## src/rtl/lcd_scan_pkg.sv

```systemverilog
package lcd_scan_pkg;
  localparam int CHAR_IDX_W = 6;
  localparam int ROW_W      = 4;
  localparam int PIX_W      = 5;

  typedef struct packed {
    logic                  loadBit;
    logic                  shiftBit;
    logic                  latchRow;
    logic [ROW_W-1:0]      rowIdx;
    logic [CHAR_IDX_W-1:0] charIdx;
    logic [2:0]            bitIdx;
    logic                  blinkPhase;
  } scanStrobe_t;

  typedef enum logic [1:0] {ST_LO, ST_HI, ST_LATCH, ST_SWAP} scanState_t;
endpackage

```

## src/rtl/lcd_scan_ctrl.sv

```systemverilog
module lcd_scan_ctrl
  import lcd_scan_pkg::*;
#(
  parameter int NUM_CHARS    = 16,
  parameter int BLINK_CYCLES = 102400
) (
  input  logic        clk,
  input  logic        rstN,
  input  logic        twoLine,
  input  logic        bigFont,
  output scanStrobe_t strb,
  output logic        shiftClk,
  output logic        latch,
  output logic        acInv,
  output logic [15:0] comSel
);
  localparam int BLINK_W = $clog2(BLINK_CYCLES + 1);
  localparam logic [CHAR_IDX_W-1:0] LAST_CHAR = CHAR_IDX_W'(NUM_CHARS - 1);

  scanState_t            state;
  logic [ROW_W-1:0]      rowIdx;
  logic [CHAR_IDX_W-1:0] charIdx;
  logic [2:0]            bitIdx;
  logic [BLINK_W-1:0]    blinkCnt;
  logic                  blinkPhase;
  logic [ROW_W:0]        rowsNow;
  logic [ROW_W:0]        rowPlus;

  always_comb begin
    rowsNow = twoLine ? 5'd16 : (bigFont ? 5'd11 : 5'd8);
    rowPlus = {1'b0, rowIdx} + 5'd1;
  end

  always_comb begin
    strb.loadBit    = (state == ST_LO);
    strb.shiftBit   = (state == ST_HI);
    strb.latchRow   = (state == ST_SWAP);
    strb.rowIdx     = rowIdx;
    strb.charIdx    = charIdx;
    strb.bitIdx     = bitIdx;
    strb.blinkPhase = blinkPhase;
  end

  always_ff @(posedge clk) begin
    if (!rstN) begin
      blinkCnt   <= '0;
      blinkPhase <= 1'b0;
    end else if (blinkCnt == BLINK_W'(BLINK_CYCLES - 1)) begin
      blinkCnt   <= '0;
      blinkPhase <= ~blinkPhase;
    end else begin
      blinkCnt <= blinkCnt + 1'b1;
    end
  end

  always_ff @(posedge clk) begin
    if (!rstN) begin
      state    <= ST_LO;
      rowIdx   <= '0;
      charIdx  <= LAST_CHAR;
      bitIdx   <= '0;
      shiftClk <= 1'b0;
      latch    <= 1'b0;
      acInv    <= 1'b0;
      comSel   <= '0;
    end else begin
      case (state)
        ST_LO: begin
          shiftClk <= 1'b0;
          state    <= ST_HI;
        end
        ST_HI: begin
          shiftClk <= 1'b1;
          if (bitIdx == 3'd4) begin
            bitIdx <= '0;
            if (charIdx == '0) begin
              charIdx <= LAST_CHAR;
              state   <= ST_LATCH;
            end else begin
              charIdx <= charIdx - 1'b1;
              state   <= ST_LO;
            end
          end else begin
            bitIdx <= bitIdx + 1'b1;
            state  <= ST_LO;
          end
        end
        ST_LATCH: begin
          shiftClk <= 1'b0;
          latch    <= 1'b1;
          state    <= ST_SWAP;
        end
        default: begin
          latch  <= 1'b0;
          comSel <= 16'(1) << rowIdx;
          if (rowIdx == '0) acInv <= ~acInv;
          rowIdx <= (rowPlus >= rowsNow) ? '0 : rowPlus[ROW_W-1:0];
          state  <= ST_LO;
        end
      endcase
    end
  end

  assert_comsel_onehot_R1: assert property (@(posedge clk) disable iff (!rstN)
    $onehot0(comSel));
  assert_latch_after_edge_R10: assert property (@(posedge clk) disable iff (!rstN)
    latch |-> $past(shiftClk));
  assert_clk_low_at_latch_R8: assert property (@(posedge clk) disable iff (!rstN)
    latch |-> !shiftClk);
  assert_ac_moves_after_latch_R11: assert property (@(posedge clk) disable iff (!rstN)
    !$past(latch) |-> $stable(acInv));
endmodule

```

## src/rtl/lcd_scan_dpath.sv

```systemverilog
module lcd_scan_dpath
  import lcd_scan_pkg::*;
#(
  parameter int SEG_CHARS = 8
) (
  input  logic                   clk,
  input  logic                   rstN,
  input  scanStrobe_t            strb,
  input  logic                   dispOn,
  input  logic                   cursorOn,
  input  logic                   blinkOn,
  input  logic                   twoLine,
  input  logic                   bigFont,
  input  logic [6:0]             shiftOfs,
  input  logic [6:0]             cursorAddr,
  output logic [6:0]             ddAddr,
  input  logic [7:0]             ddData,
  output logic [5:0]             cgAddr,
  input  logic [PIX_W-1:0]       cgData,
  output logic [7:0]             romCode,
  output logic [ROW_W-1:0]       romRow,
  input  logic [PIX_W-1:0]       romData,
  output logic                   serData,
  output logic [5*SEG_CHARS-1:0] segOut
);
  localparam int SEG_BITS = 5 * SEG_CHARS;

  logic             bigEff, lineSel, useCg, atCursor, pixel;
  logic [ROW_W-1:0] charRow, cursorRow;
  logic [7:0]       lineLen, posSum, posWrap;
  logic [PIX_W-1:0] glyph, pat;
  logic [SEG_BITS-1:0] shiftReg;

  always_comb begin
    bigEff    = bigFont & ~twoLine;
    lineSel   = twoLine & strb.rowIdx[3];
    charRow   = twoLine ? {1'b0, strb.rowIdx[2:0]} : strb.rowIdx;
    lineLen   = twoLine ? 8'd40 : 8'd80;
    posSum    = {1'b0, shiftOfs} + {2'b00, strb.charIdx};
    posWrap   = (posSum >= lineLen) ? posSum - lineLen : posSum;
    ddAddr    = posWrap[6:0] + (lineSel ? 7'h40 : 7'h00);
    useCg     = (ddData[7:4] == 4'h0);
    cgAddr    = bigEff ? {ddData[2:1], charRow} : {ddData[2:0], charRow[2:0]};
    romCode   = ddData;
    romRow    = charRow;
    glyph     = useCg ? cgData : romData;
    cursorRow = bigEff ? 4'd10 : 4'd7;
    atCursor  = (ddAddr == cursorAddr);
    pat       = glyph;
    if (cursorOn && atCursor && (charRow == cursorRow)) pat = '1;
    if (blinkOn && atCursor && strb.blinkPhase) pat = '1;
    if (!dispOn) pat = '0;
    pixel     = pat[strb.bitIdx];
  end

  always_ff @(posedge clk) begin
    if (!rstN) begin
      serData  <= 1'b0;
      shiftReg <= '0;
      segOut   <= '0;
    end else begin
      if (strb.loadBit)  serData  <= pixel;
      if (strb.shiftBit) shiftReg <= {shiftReg[SEG_BITS-2:0], serData};
      if (strb.latchRow) segOut   <= shiftReg;
    end
  end

  assert_dark_data_R12: assert property (@(posedge clk) disable iff (!rstN)
    (strb.loadBit && !dispOn) |=> !serData);
endmodule

```

## src/rtl/lcd_refresh_scan.sv

```systemverilog
module lcd_refresh_scan
  import lcd_scan_pkg::*;
#(
  parameter int NUM_CHARS    = 16,
  parameter int SEG_CHARS    = 8,
  parameter int BLINK_CYCLES = 102400
) (
  input  logic                   clk,
  input  logic                   rstN,
  input  logic                   dispOn,
  input  logic                   cursorOn,
  input  logic                   blinkOn,
  input  logic                   twoLine,
  input  logic                   bigFont,
  input  logic [6:0]             shiftOfs,
  input  logic [6:0]             cursorAddr,
  output logic [6:0]             ddAddr,
  input  logic [7:0]             ddData,
  output logic [5:0]             cgAddr,
  input  logic [4:0]             cgData,
  output logic [7:0]             romCode,
  output logic [3:0]             romRow,
  input  logic [4:0]             romData,
  output logic                   serData,
  output logic                   shiftClk,
  output logic                   latch,
  output logic                   acInv,
  output logic [15:0]            comSel,
  output logic [5*SEG_CHARS-1:0] segOut
);
  scanStrobe_t strb;

  lcd_scan_ctrl #(.NUM_CHARS(NUM_CHARS), .BLINK_CYCLES(BLINK_CYCLES)) uCtrl (
    .clk(clk), .rstN(rstN), .twoLine(twoLine), .bigFont(bigFont), .strb(strb),
    .shiftClk(shiftClk), .latch(latch), .acInv(acInv), .comSel(comSel));

  lcd_scan_dpath #(.SEG_CHARS(SEG_CHARS)) uDpath (
    .clk(clk), .rstN(rstN), .strb(strb), .dispOn(dispOn), .cursorOn(cursorOn),
    .blinkOn(blinkOn), .twoLine(twoLine), .bigFont(bigFont), .shiftOfs(shiftOfs),
    .cursorAddr(cursorAddr), .ddAddr(ddAddr), .ddData(ddData), .cgAddr(cgAddr),
    .cgData(cgData), .romCode(romCode), .romRow(romRow), .romData(romData),
    .serData(serData), .segOut(segOut));

  assert_data_steady_at_rise_R8: assert property (@(posedge clk) disable iff (!rstN)
    $rose(shiftClk) |-> $stable(serData));
endmodule

```

## config.mk

```make
export PLATFORM = sky130hd
export DESIGN_NAME = lcd_refresh_scan
export DESIGN_NICKNAME = d
export VERILOG_FILES = /design/src/rtl/lcd_scan_pkg.sv /design/src/rtl/lcd_scan_ctrl.sv /design/src/rtl/lcd_scan_dpath.sv /design/src/rtl/lcd_refresh_scan.sv
export SDC_FILE = /design/constraint.sdc
export NUM_CORES = 1
export LEC_CHECK = 0
export BUFFER_PORTS_ARGS = -buffer_cell sky130_fd_sc_hd__clkbuf_2
export CELL_PAD_IN_SITES_DETAIL_PLACEMENT = 1
export CELL_PAD_IN_SITES_GLOBAL_PLACEMENT = 1
export CORE_MARGIN = 1.5
export CORE_UTILIZATION = 37
export DETAILED_ROUTE_END_ITERATION = 10
export GPL_ROUTABILITY_DRIVEN = 0
export PLACE_DENSITY = 0.76
export SLEW_MARGIN = 20
export SYNTH_ARGS = -nofsm -noshare
export SYNTH_HDL_FRONTEND = slang
export SYNTH_SLANG_ARGS = --single-unit
```

## constraint.sdc

```tcl
create_clock -name clk -period 3.85 [get_ports clk]
set_input_delay 0.1925 -clock clk [delete_from_list [all_inputs] [get_ports clk]]
set_output_delay 0.1925 -clock clk [all_outputs]
set_load 0.02 [all_outputs]
```

==> reports/metrics.yaml, run 1 <==
synth:
  synth_most_common_cell: "nand2_1"
  yosysTopAreaCell: "dfxtp_1"
  ys_seq_elements: 133
  yosysTopAreaCellShare_pct: 41.8
  synth_flop_cell: "dfxtp_1"
  syn_inst: 751
  synth_area_leaders: "dfxtp_1 42%, nand2_1 12%, a21boi_0 10%"
  synth_edf_count: 0
  ys_warn_count: 0
  ys_seq_area_share_pct: 41.8
  synth_cell_type_count: 63
  async_flop_share_pct: 0
  synth_commonest_cells: "197 x nand2_1, 133 x dfxtp_1, 87 x a21boi_0, 32 x clkbuf_1, 31 x nor2_1"
  netlist_area_um2: 6360
  postSynthAreaPerCell_um2: 8.47
  syn_nets: 818
run:
  cap_violations: 0
finish:
  antenna_cells: 0
  area.sequential_um2: 2670
  stdcell_area_um2: 7690
  fill_cells: 2026
  nets: 910
  drive_above_1_share_pct: 22.5
  multiInputGateArea_um2: 3430
  utilization_pct: 46.0
  syn2layout_area_growth_pct: 20.8
cts:
  cts_buffers: 17
  path_clk_slew_ps: 50
  ctsRootBufferMaster: "clkbuf_16"
  clock_latency_ps: 410
  cts_buffer_depth: 2
  htreeDepth: 4
  cts.sinks: 133
  cts_tree: "done"
detailed_routing:
  wl_per_cell_um: 15.3
  dr_total_vias: 5373
  drt_wl_total_um: 16500
  antenna_left: 0
  vias_per_cell: 4.99
  drc: 0
  dr.pass1.iters: 4
  drt_iter0_drc: 318
placement:
  dp.final_hpwl_um: 11200
  place_area_um2: 7010
  pre_cts_ws_ps: 184
  io_buffers: 115
floorplanning:
  die_h_um: 134
  start_util_pct: 38.1
  io_pins: 124
  core_area_um2: 16700
  dieArea_um2: 18000
  die_w_um: 134
  rows: 47
timing:
  skew_ps: 6.83
  finalWorstSetupSlack_ps: 69.9
  hold_viol: 0
  tightest_slew_ps: 959
  finalCritPeriodShare_pct: 98.2
  relSlewSlack_pct: 36.1
  max_freq_mhz: 265
  period_minus_slack_ps: 3780
  drv_slew: 0
  setup_viol: 0
power_and_ir_drop:
  p_leak_nw: 3.01
  vdd.ir_drop.worst_v: 0.000332
  p_per_area_nw_per_um2: 422
worst_setup_path:
  slowest_stage: "fa_2"
  crit_chain: "ha_4 > inv_2 > fa_2 > or2b_1 > a21o_1 > a211oi_2 > inv_1 > ha_4 > nand2_4 > o31ai_4 > nor2_4 > buf_4 > a21oi_1 > o21bai_1 > buf_4"
  critPathArrivalTime_ps: 3590
  path_delay_family: "compound AO/OA/AOI/OAI gates"
  path_class: "flip-flop to output port"
  crit_path_end_kind: "output port"
  cp_max_fo: 5
  required_ps: 3660
  cp-start-kind: "flip-flop"
  path_buf_inv: 4
  max_stage_delay_ps: 380
grt:
  grt_max_degree: 76
  grt_first_pass_wirelength_um: 27200
  antenna_found_initial: 0
  grt.overflow.total: 0
  grt_pass1_vias: 5386
  grt.total_usage_pct: 18.8
min_path:
  min_path_type: "input pin to flip-flop"
status:
  outcome: "finished, final reports clean"
-- repair_timing --
item                       CTS  global route
setup endpoints to repair    3             5
pin swaps                    0             8
hold buffers                 0             0
resized for setup            9            18
setup buffers                0             7
-- per-stage QoR --
step	hold WS, ps	instances	power, mW	setup TNS [ps]
3_5_place_dp	385	1037	1.75	0
3_3_place_gp	385	1037	1.75	0
4_1_cts	276	1069	3.24	0
6_report	295	1076	3.24	0
2_1_floorplan	348	751	1.66	0
5_1_grt	300	1076	3.38	-55.4
-- worst paths after layout --
check,endpoint,from,slack [ps],cells after the start
max,ddAddr[3],uCtrl.charIdx[0],70,15
min,uDpath.serData,cursorAddr[3],300,4
max reg2reg,uDpath.serData,uCtrl.charIdx[0],230,15
min reg2reg,uCtrl.shiftClk,uCtrl.shiftClk,450,2
-- flip-flops by register name, indices dropped and copies added (netlist names), 2 cells and up --
signal / cells
uDpath.segOut: 40
uCtrl.state: 2
uCtrl.comSel: 16
uCtrl.charIdx: 6
uDpath.shiftReg: 40
uCtrl.bitIdx: 3
uCtrl.blinkCnt: 17
uCtrl.rowIdx: 4
-- layer usage --
metal  track usage, %  vias to the layer above  routed length, µm
met4             5.44                        0                176
met3             4.54                       13                643
met1             23.8                     2564               7630
li1                 -                     2691                  -
met5                0                        -                  0
met2             31.9                      105               8020
-- layout by cell type, fill, tap and decap left out, types with 3 or more instances in the layout --
cell	n
clkbuf_2	113
o21ai_0	15
dfxtp_1	132
buf_4	17
nand3b_1	4
xnor2_1	19
nand3_1	9
and3_1	5
mux2_2	3
inv_1	22
nor2_1	31
a21oi_1	8
clkbuf_1	3
o211ai_1	4
xor2_1	13
o21a_1	3
a22oi_1	12
nor3_1	8
clkbuf_16	17
nand2b_1	3
nand4_1	9
ha_1	24
a21boi_0	86
nor2b_1	16
nand2_1	194
a211oi_1	5
and2_1	7
clkinv_2	8
-- cells by family (layout without fill, tap and decap cells) --
logic type	count (synthesis)	in the layout	synth area share, %
adders and majority gates	28	28	5.74
and+or+nand+nor	309	309	21.6
DFF	133	133	41.8
xor gates and xnor gates	35	35	5.15
muxes	7	7	1.55
AOI/OAI and AO/OA	159	159	18.4
buffers and inverters	80	185	5.70
-- cell type report --
class / instances / share of cell area, %
Multi-Input combinational cell: 538 / 44.6
Tap cell: 220 / 3.58
Sequential cell: 133 / 34.7
Timing Repair Buffer: 130 / 9.02
Inverter: 23 / 1.12
Clock inverter: 11 / 1.11
Clock buffer: 21 / 5.86
-- where the power goes --
part	switching (mW)	total (mW)	internal [mW]
clock network	0.585	1.48	0.893
logic	0.210	0.374	0.164
registers	0.00690	1.39	1.38
-- worst reg2reg max path, cell delays in order, from the launching register on --
cell and delay (ps):
dfxtp_4 360, ha_4 130, inv_2 40, fa_2 380, or2b_1 290, a21o_1 200
a211oi_2 250, inv_1 130, ha_4 320, nand2_4 50, o31ai_4 270, buf_4 160
or2_2 130, a211oi_1 50, or4_1 520, a41o_1 230
(Power assumes the default switching activity.)
==> run 2, diff against run 1 <==
==> constraint.sdc (replaced) <==
create_clock -name clk -period 3.85 [get_ports clk]
set_input_delay 0.385 -clock clk [delete_from_list [all_inputs] [get_ports clk]]
set_output_delay 0.385 -clock clk [all_outputs]
set_load 0.02 [all_outputs]
==> reports/metrics.yaml, run 2 (synthesis gave the netlist of run 1 again) <==
power_and_ir_drop:
  p_per_area_nw_per_um2: 423
  finalPower_mw: 3.29
  p_leak_nw: 3.04
  vdd.ir_drop.worst_v: 0.000314
cts:
  ctsRootBufferMaster: "clkbuf_16"
  cts_buffer_depth: 2
  path_clk_slew_ps: 60
  cts_tree: "done"
  clock_latency_ps: 410
  cts.sinks: 133
  cts_buffers: 17
  htreeDepth: 4
  hold_buffers: 0
min_path:
  min_path_type: "flip-flop to flip-flop"
worst_setup_path:
  path_class: "flip-flop to output port"
  cp-start-kind: "flip-flop"
  r2r_start: "uCtrl.charIdx[0]"
  crit_path_end_kind: "output port"
  cp_max_fo: 4
  reg2reg_slack_ps: 300
  critPathArrivalTime_ps: 3410
  worstSetupEndpoint: "ddAddr[5]"
  required_ps: 3460
  reg2regPathDepth: 15
  timing.rr.end: "uDpath.serData"
  startpoint: "uCtrl.charIdx[0]"
timing:
  period_minus_slack_ps: 3790
  tightest_slew_ps: 943
  rsz0062_at_grt: "yes"
  finalCritPeriodShare_pct: 98.5
  setup_viol: 0
  max_freq_mhz: 264
  relSlewSlack_pct: 37.1
  drv_slew: 0
  skew_ps: 8.81
  hold_viol: 0
  finalSetupTns_ps: 0
finish:
  final_common_cell: "nand2_1"
  syn2layout_area_growth_pct: 22.2
  nets: 915
  final_cell_mix: "194 x nand2_1, 131 x dfxtp_1, 113 x clkbuf_2, 86 x a21boi_0, 31 x nor2_1"
  stdcell_area_um2: 7770
  drive_above_1_share_pct: 23.2
  reg_top3: "uDpath.segOut: 40 flops, uDpath.shiftReg: 40 flops, uCtrl.blinkCnt: 17 flops"
  fill_cells: 2004
  antenna_cells: 0
detailed_routing:
  vias_per_cell: 5.00
  dr.pass1.iters: 4
  wl_met1_um: 7810
  drc: 0
  top_layer: "met4"
  drt_iter0_drc: 240
  wl_per_cell_um: 15.2
  wl_met3_um: 503
  dr_total_vias: 5388
  antenna_left: 0
  met2WireLength_um: 7840
  drt_wl_total_um: 16400
floorplanning:
  die_w_um: 134
  start_util_pct: 38.1
  die_h_um: 134
  dieArea_um2: 18000
  rows: 47
  core_area_um2: 16700
  io_pins: 124
grt:
  grt_max_degree: 75
  grt_first_pass_wirelength_um: 27100
  grt.total_usage_pct: 18.8
  grt_pass1_vias: 5484
  antenna_found_initial: 0
  grt.overflow.total: 0
placement:
  io_buffers: 115
  dp.final_hpwl_um: 11100
  place_area_um2: 7030
status:
  outcome: "finished, final reports clean"
run:
  cap_violations: 0
run 2: metrics by stage:
step / utilization [%] / worst slack [ps] / hold slack [ps] / instances
floorplan: - / 163 / 418 / 751
global route: 46.6 / -33.6 / 473 / 1077
finish: 46.6 / 59.4 / 447 / 1077
global placement: 42.1 / 117 / 436 / 1040
detailed placement: 42.1 / 1.99 / 436 / 1040
CTS: 45.9 / -13.6 / 450 / 1073
run 2: worst max-delay path, stage by stage (launching register included):
cell and delay (ps):
dfxtp_2 350, ha_4 140, inv_2 30, fa_2 330
or2b_4 280, a21o_1 190, a211oi_2 230, inv_1 110
ha_4 160, a21oi_1 230, o31ai_4 130, nor2_4 180
buf_4 150, o21ai_0 90, a22o_2 240, clkbuf_2 150
run 2: report_power, final:
part           switching [mW]  internal [mW]
clock network           0.550          0.967
registers             0.00664           1.38
logic                   0.212          0.170
total                   0.769           2.52
run 2: area by class of cell:
class | instances | area, µm² | share of cell area, %
Tap cell | 220 | 275 | 3.54
Inverter | 23 | 86.3 | 1.11
Timing Repair Buffer | 135 | 731 | 9.40
Clock inverter | 6 | 80.1 | 1.03
Clock buffer | 22 | 464 | 5.97
Sequential cell | 133 | 2670 | 34.3
Multi-Input combinational cell | 538 | 3470 | 44.7
run 2: per-layer routing:
layer / vias to the layer above / global-route usage (%)
met4: 0 / 6.21
met2: 87 / 31.9
li1: 2698 / -
met3: 13 / 3.97
met1: 2590 / 23.9
met5: - / 0
run 2: how the worst min path moves through the flow:
stage | from | to | slack (ps) | depth (start not counted)
floorplan | uCtrl.blinkCnt[0] | uCtrl.blinkCnt[0] | 420 | 1
global placement | uCtrl.blinkCnt[0] | uCtrl.blinkCnt[0] | 440 | 1
detailed placement | uCtrl.blinkCnt[0] | uCtrl.blinkCnt[0] | 440 | 1
CTS | uCtrl.blinkCnt[0] | uCtrl.blinkCnt[0] | 450 | 1
global route | cursorAddr[3] | uDpath.serData | 470 | 4
finish | uCtrl.blinkCnt[0] | uCtrl.blinkCnt[0] | 450 | 1
run 2: repair_timing:
action,CTS,global route
gates cloned,0,0
setup endpoints to repair,4,4
resized for setup,17,14
pin swaps,5,5
setup buffers,5,4
